`src/rtl/cc_pkg.sv`:
```
package cc_pkg;
  typedef enum logic [1:0] {
    CC_OFF     = 2'd0,
    CC_CAPTURE = 2'd1,
    CC_COMPARE = 2'd2
  } cc_mode_e;

  typedef enum logic [1:0] {
    ACT_PULSE  = 2'd0,
    ACT_TOGGLE = 2'd1,
    ACT_CLEAR  = 2'd2,
    ACT_SET    = 2'd3
  } cc_action_e;

  typedef enum logic [1:0] {
    EDGE_RISE  = 2'd0,
    EDGE_FALL  = 2'd1,
    EDGE_BOTH  = 2'd2,
    EDGE_LEVEL = 2'd3
  } cc_edge_e;
endpackage

```
`src/rtl/cc_trig_detect.sv`:
```
module cc_trig_detect #(
  parameter int NUM_TRIG    = 4,
  parameter int SEL_W       = 2,
  parameter int SYNC_STAGES = 2
) (
  input  logic                clk,
  input  logic                rst_n,
  input  logic [NUM_TRIG-1:0] trig_in,
  input  logic [SEL_W-1:0]    trig_sel,
  input  logic [1:0]          edge_sel,
  output logic                detect
);
  import cc_pkg::*;

  localparam int LAST = SYNC_STAGES - 1;

  logic [SYNC_STAGES-1:0] sync_q, sync_d;
  logic                   prev_q, prev_d;
  logic                   picked, level;

  always_comb begin
    picked = 1'b0;
    for (int i = 0; i < NUM_TRIG; i++) begin
      if (trig_sel == SEL_W'(i)) picked = trig_in[i];
    end
  end

  generate
    if (SYNC_STAGES > 1) begin : g_chain
      assign sync_d = {sync_q[SYNC_STAGES-2:0], picked};
    end else begin : g_single
      assign sync_d = picked;
    end
  endgenerate

  assign level  = sync_q[LAST];
  assign prev_d = level;

  always_comb begin
    case (cc_edge_e'(edge_sel))
      EDGE_RISE: detect = level & ~prev_q;
      EDGE_FALL: detect = ~level & prev_q;
      EDGE_BOTH: detect = level ^ prev_q;
      default:   detect = level;
    endcase
  end

  always_ff @(posedge clk or negedge rst_n) begin
    if (!rst_n) begin
      sync_q <= '0;
      prev_q <= 1'b0;
    end else begin
      sync_q <= sync_d;
      prev_q <= prev_d;
    end
  end
endmodule

```
`src/rtl/cc_match.sv`:
```
module cc_match #(
  parameter int W      = 32,
  parameter int MASK_W = 5
) (
  input  logic              clk,
  input  logic              rst_n,
  input  logic              arm,
  input  logic [W-1:0]      word,
  input  logic [W-1:0]      ref_val,
  input  logic [MASK_W-1:0] mask_msb,
  output logic              first_hit
);
  logic [W-1:0] keep;
  logic         equal, equal_q;

  assign keep      = {W{1'b1}} >> mask_msb;
  assign equal     = ((word ^ ref_val) & keep) == '0;
  assign first_hit = arm & equal & ~equal_q;

  always_ff @(posedge clk or negedge rst_n) begin
    if (!rst_n) equal_q <= 1'b0;
    else        equal_q <= equal;
  end
endmodule

```
`src/rtl/cc_out_ctrl.sv`:
```
module cc_out_ctrl (
  input  logic       clk,
  input  logic       rst_n,
  input  logic       fire,
  input  logic [1:0] action,
  output logic       pin
);
  import cc_pkg::*;

  logic pin_d;

  always_comb begin
    pin_d = pin;
    case (cc_action_e'(action))
      ACT_PULSE:  pin_d = fire;
      ACT_TOGGLE: pin_d = pin ^ fire;
      ACT_CLEAR:  if (fire) pin_d = 1'b0;
      default:    if (fire) pin_d = 1'b1;
    endcase
  end

  always_ff @(posedge clk or negedge rst_n) begin
    if (!rst_n) pin <= 1'b0;
    else        pin <= pin_d;
  end
endmodule

```
`src/rtl/cc_channel.sv`:
```
module cc_channel #(
  parameter int CNT_W       = 32,
  parameter int PRE_W       = 15,
  parameter int MASK_W      = 5,
  parameter int NUM_TRIG    = 4,
  parameter int SYNC_STAGES = 2,
  parameter int SEL_W       = $clog2(NUM_TRIG)
) (
  input  logic                clk,
  input  logic                rst_n,
  input  logic [CNT_W-1:0]    cnt_val,
  input  logic [PRE_W-1:0]    pre_val,
  input  logic [NUM_TRIG-1:0] trig_in,
  input  logic [1:0]          cfg_mode,
  input  logic [1:0]          cfg_action,
  input  logic [1:0]          cfg_edge,
  input  logic                cfg_base,
  input  logic [MASK_W-1:0]   cfg_mask,
  input  logic [SEL_W-1:0]    cfg_trig_sel,
  input  logic [CNT_W-1:0]    cmp_value,
  output logic                ch_out,
  output logic [CNT_W-1:0]    cap_value,
  output logic                ch_event
);
  import cc_pkg::*;

  localparam int HI_W = CNT_W - PRE_W;

  logic [CNT_W-1:0] comb_word, cmp_word, cap_d;
  logic             is_cmp, is_cap, hit, edge_seen, cap_en, event_d;

  assign is_cmp    = cc_mode_e'(cfg_mode) == CC_COMPARE;
  assign is_cap    = cc_mode_e'(cfg_mode) == CC_CAPTURE;
  assign comb_word = {cnt_val[HI_W-1:0], pre_val};
  assign cmp_word  = cfg_base ? comb_word : cnt_val;

  cc_match #(.W(CNT_W), .MASK_W(MASK_W)) u_match (
    .clk(clk), .rst_n(rst_n), .arm(is_cmp), .word(cmp_word),
    .ref_val(cmp_value), .mask_msb(cfg_mask), .first_hit(hit)
  );

  cc_trig_detect #(.NUM_TRIG(NUM_TRIG), .SEL_W(SEL_W), .SYNC_STAGES(SYNC_STAGES)) u_trig (
    .clk(clk), .rst_n(rst_n), .trig_in(trig_in), .trig_sel(cfg_trig_sel),
    .edge_sel(cfg_edge), .detect(edge_seen)
  );

  cc_out_ctrl u_out (
    .clk(clk), .rst_n(rst_n), .fire(hit), .action(cfg_action), .pin(ch_out)
  );

  assign cap_en  = is_cap & edge_seen;
  assign cap_d   = cap_en ? cnt_val : cap_value;
  assign event_d = (is_cmp & hit) | cap_en;

  always_ff @(posedge clk or negedge rst_n) begin
    if (!rst_n) begin
      cap_value <= '0;
      ch_event  <= 1'b0;
    end else begin
      cap_value <= cap_d;
      ch_event  <= event_d;
    end
  end
endmodule

```
`config.mk`:
```
export PLATFORM = sky130hd
export DESIGN_NAME = cc_channel
export DESIGN_NICKNAME = d
export VERILOG_FILES = /design/src/rtl/cc_pkg.sv /design/src/rtl/cc_trig_detect.sv /design/src/rtl/cc_match.sv /design/src/rtl/cc_out_ctrl.sv /design/src/rtl/cc_channel.sv
export SDC_FILE = /design/constraint.sdc
export NUM_CORES = 1
export LEC_CHECK = 0
export BUFFER_PORTS_ARGS = -buffer_cell sky130_fd_sc_hd__buf_2
export CELL_PAD_IN_SITES_DETAIL_PLACEMENT = 2
export CELL_PAD_IN_SITES_GLOBAL_PLACEMENT = 2
export CORE_MARGIN = 2
export CORE_UTILIZATION = 25
export CTS_BUF_LIST = sky130_fd_sc_hd__clkbuf_16
export CTS_CLUSTER_DIAMETER = 40
export DETAILED_ROUTE_END_ITERATION = 6
export GPL_TIMING_DRIVEN = 0
export PLACE_DENSITY = 0.82
export SETUP_SLACK_MARGIN = 0.15
export SLEW_MARGIN = 15
export SYNTH_ARGS = -nofsm -noshare
export SYNTH_HDL_FRONTEND = slang
export SYNTH_SLANG_ARGS = --single-unit
```
`constraint.sdc`:
```
create_clock -name clk -period 2.8 [get_ports clk]
set_clock_uncertainty 0.2 [all_clocks]
set_input_delay 0.14 -clock clk [delete_from_list [all_inputs] [get_ports clk]]
set_output_delay 0.14 -clock clk [all_outputs]
set_load 0.005 [all_outputs]
```
==> summary.log <==
qor: run_status.outcome finished clean
qor: sta.timing.final.max_slew_violations 0
qor: worst_setup_path.crit_path_end_kind flip-flop
qor: clock_network.htree_levels 2
qor: global_routing.pin_count_of_the_biggest_net_entering_global_routing 39
qor: layout.finalNonFillerCells 609
qor: worst_setup_path.worst_r2r_path_depth 8
qor: worst_setup_path.timing.reg2reg.setup_slack 0.34 ns
qor: floorplanning.die_width 105 microns
qor: yosys.synth_edf_count 0
qor: yosys.syn_area_per_cell 8.65 sq um
qor: worst_setup_path.cp_max_fo 10
qor: routing.route.vias.total 2946
qor: clock_network.cts_num_sinks 38
qor: placement.detailedPlace.worstSlack -0.183 ns
qor: floorplanning.number_of_top_level_design_ports 133
qor: yosys.synth-async-reset-ratio 100%
qor: clock_network.cts_tree yes
qor: placement.dp.final_hpwl 8890 microns
qor: worst_setup_path.worstPathArrival 2.60 ns
qor: routing.detail_route.iter0.violations 103
qor: power.peakVddDrop 0.277 mV
qor: layout.drive_above_1_share 35.1%
qor: global_routing.first_global_vias 3332
qor: placement.placement.io_buffers 130
qor: sta.timing.fmax 379 MHz
qor: worst_hold_path.hold_start cfg_action[1]
qor: power.power_density 551 mW/mm^2
qor: global_routing.global_route_usage_over_all_layers 22.7%
qor: layout.n_fill_cell 1141
qor: floorplanning.core 0.00986 sq mm
qor: clock_network.cts-buffers-inserted 5
qor: yosys.post_synth_instance_area 0.00255 sq mm
qor: routing.finalWirelength 13000 microns
qor: sta.final.min_clock_period 2.64 ns
qor: routing.via_cell_ratio 4.84
qor: routing.drc_errors 0
qor: sta.fin_hold_ws 0.00868 ns
qor: run.maxCapViolations 0
qor: routing.avgRoutedWirePerCell 21.3 microns
qor: yosys.synthFlopType dfrtp_1
qor: sta.slew_headroom 38.4%
qor: sta.fin_ws 0.164 ns
qor: floorplanning.dieArea 0.0110 sq mm
qor: clock_network.clkLatencyLatePin 0.29 ns
qor: yosys.total_number_of_yosys_warnings 0
qor: worst_setup_path.start_kind primary input
qor: sta.setup_viol 0
qor: yosys.seq_area_frac_synth 37.3%
qor: routing.antenna_violating_nets_post_route 0
qor: worst_setup_path.criticalPathCategory in2reg
qor: yosys.postSynthRegisterBits 38
qor: worst_setup_path.regToRegStartpoint u_trig.sync_q[1]
qor: global_routing.antenna_found_initial 5
qor: worst_hold_path.timing.hold.worst_endpoint u_out.pin
qor: placement.place.gp.congestion 0.839
qor: clock_network.clock_buffer_depth 2
qor: power.total_leakage_power 2.10 nW
qor: floorplanning.effective_utilization_at_floorplan 25.9%
qor: sta.finalCritPeriodShare 94.1%
qor: placement.placedCellCount 558
qor: clock_network.path_clk_slew 0.06 ns
qor: yosys.synthesis.nets 396
qor: worst_setup_path.worstReg2RegEnd cap_value[1]
qor: clock_network.clockRootBuffer clkbuf_16
qor: routing.drtPass1Iterations 4
qor: floorplanning.placementRows 36
qor: worst_hold_path.worst_hold_path_type in2reg
qor: worst_setup_path.cp.required 2.77 ns
qor: layout.synthToLayoutAreaGrowth 56.6%
qor: yosys.synth_cells 295
qor: worst_hold_path.min_path_cells 3
qor: floorplanning.die-height 105 microns
qor: global_routing.globalRoute.totalOverflow 0
qor: sta.grt_setup_unrepaired yes
qor: sta.max_slew.worst_pin.slew 0.925 ns
qor: layout.num-nets-final 570
qor: yosys.ys_types 48
qor: worst_setup_path.worst_setup_path_startpoint cfg_base
qor: global_routing.grt_first_pass_wirelength 19300 microns
qor: sta.final-hold-violation-count 0
==> cell usage after synthesis, types with 2 or more instances <==
library cell	number	share of area [%]
o21ai_0	9	1.8
xnor2_1	8	2.7
inv_1	6	0.88
nand2b_1	2	0.49
a21oi_1	6	1.2
clkbuf_1	10	1.5
mux2_2	2	0.88
dfrtp_1	38	37
o22ai_1	2	0.49
a31oi_1	3	0.74
or2_2	2	0.49
mux2i_1	33	13
nor3_1	3	0.59
nand2_1	103	15
xor2_1	24	8.2
nor2_1	5	0.74
ha_1	2	0.98
nand3_1	4	0.78
a221oi_1	2	0.69
buf_2	2	0.39
buf_6	2	0.88
==> repair_timing <==
action,in CTS,in global routing
setup buffers,0,2
setup endpoints to repair,31,23
resized for setup,3,16
endpoints found under the hold margin,71,0
hold buffers,35,0
pin swaps,0,4
==> cell families after synthesis <==
logic type               Yosys count  synth area share, %
AND/OR/NAND/NOR                  130                 22.2
buffers and inverters             20                 3.63
flip-flops                        38                 37.3
multiplexers                      36                 14.7
XOR/XNOR                          32                 11.0
adder cells (fa/ha/maj)            2                0.980
AO/OA/AOI/OAI                     37                 10.3
==> metrics by stage <==
step           setup TNS, ns  cell area, sq um  total power, W  util (%)
3_5_place_dp          -0.183              3370         0.00135      34.2
6_report                   0              4000         0.00220      40.5
5_1_grt                    0              4000         0.00231      40.5
4_1_cts                    0              3930         0.00217      39.8
2_1_floorplan              0              2550         0.00102         -
3_3_place_gp         -0.0872              3370         0.00132      34.2
==> power breakdown <==
part / switching, W / internal [W] / total (W)
logic: 0.000388 / 0.000307 / 0.000695
registers: 0.0000686 / 0.000670 / 0.000739
clock network: 0.000257 / 0.000513 / 0.000770
total: 0.000714 / 0.00149 / 0.00220
==> worst max-delay path by stage <==
stage	end	slack [ns]	cells after the start
final	u_out.pin	0.16	11
after global routing	u_out.pin	0.06	11
after CTS	u_out.pin	0.15	10
after detailed placement	u_out.pin	-0.18	10
after global placement	u_out.pin	-0.09	10
after floorplan	u_out.pin	0.33	10
==> registers in the layout (all words and copies together) (netlist names) <==
register         flops
cap_value           32
ch_event             1
u_match.equal_q      1
u_out.pin            1
u_trig.prev_q        1
u_trig.sync_q        2
==> cells in the final DEF, fill, tap and decap left out, drive strengths merged, types with 2 or more instances in the layout <==
master,netlist,layout
a31oi,3,3
nor2,6,6
dlygate4sd3,0,35
mux2,2,2
a21oi,6,6
buf,4,135
xor2,24,24
or2,2,2
a221oi,2,2
mux2i,33,33
o21ai,10,10
diode,0,6
nor3,3,3
bufinv,0,2
clkbuf,10,16
a2111oi,2,2
dfrtp,38,38
o22ai,2,2
nand3,4,4
xnor2,8,8
nand2,103,103
inv,6,6
nor4,3,3
nand2b,2,2
ha,2,2
==> worst max-delay path: stages <==
cell and delay, ns:
buf_6 0.10, buf_4 0.24, mux2i_1 0.29, xor2_1 0.26, nand2_1 0.16, a222oi_1 0.34
buf_4 0.18, nand4_1 0.16, nor4_4 0.38, and4b_1 0.28, nor4_2 0.06
==> routing by layer <==
layer / routed length, microns / GRT usage [%] / vias to the layer above
met4: 347 / 5.81 / 0
met2: 6820 / 41.6 / 108
met3: 706 / 4.37 / 21
met1: 5100 / 27.1 / 1463
li1: - / - / 1354
met5: 0 / 0 / -
==> area by class of cell <==
class                      instances  area, sq um  area share, %
clock buffer                       5          125           3.13
buffer                            14         80.1           2.00
sequential                        38          951           23.8
clock inverter                     3         68.8           1.72
inverter                           6         22.5          0.564
timing repair buffer             167         1020           25.4
tap                              133          166           4.16
antenna                            6         15.0          0.376
multi-input combinational        237         1550           38.8
(Power assumes the default switching activity.)
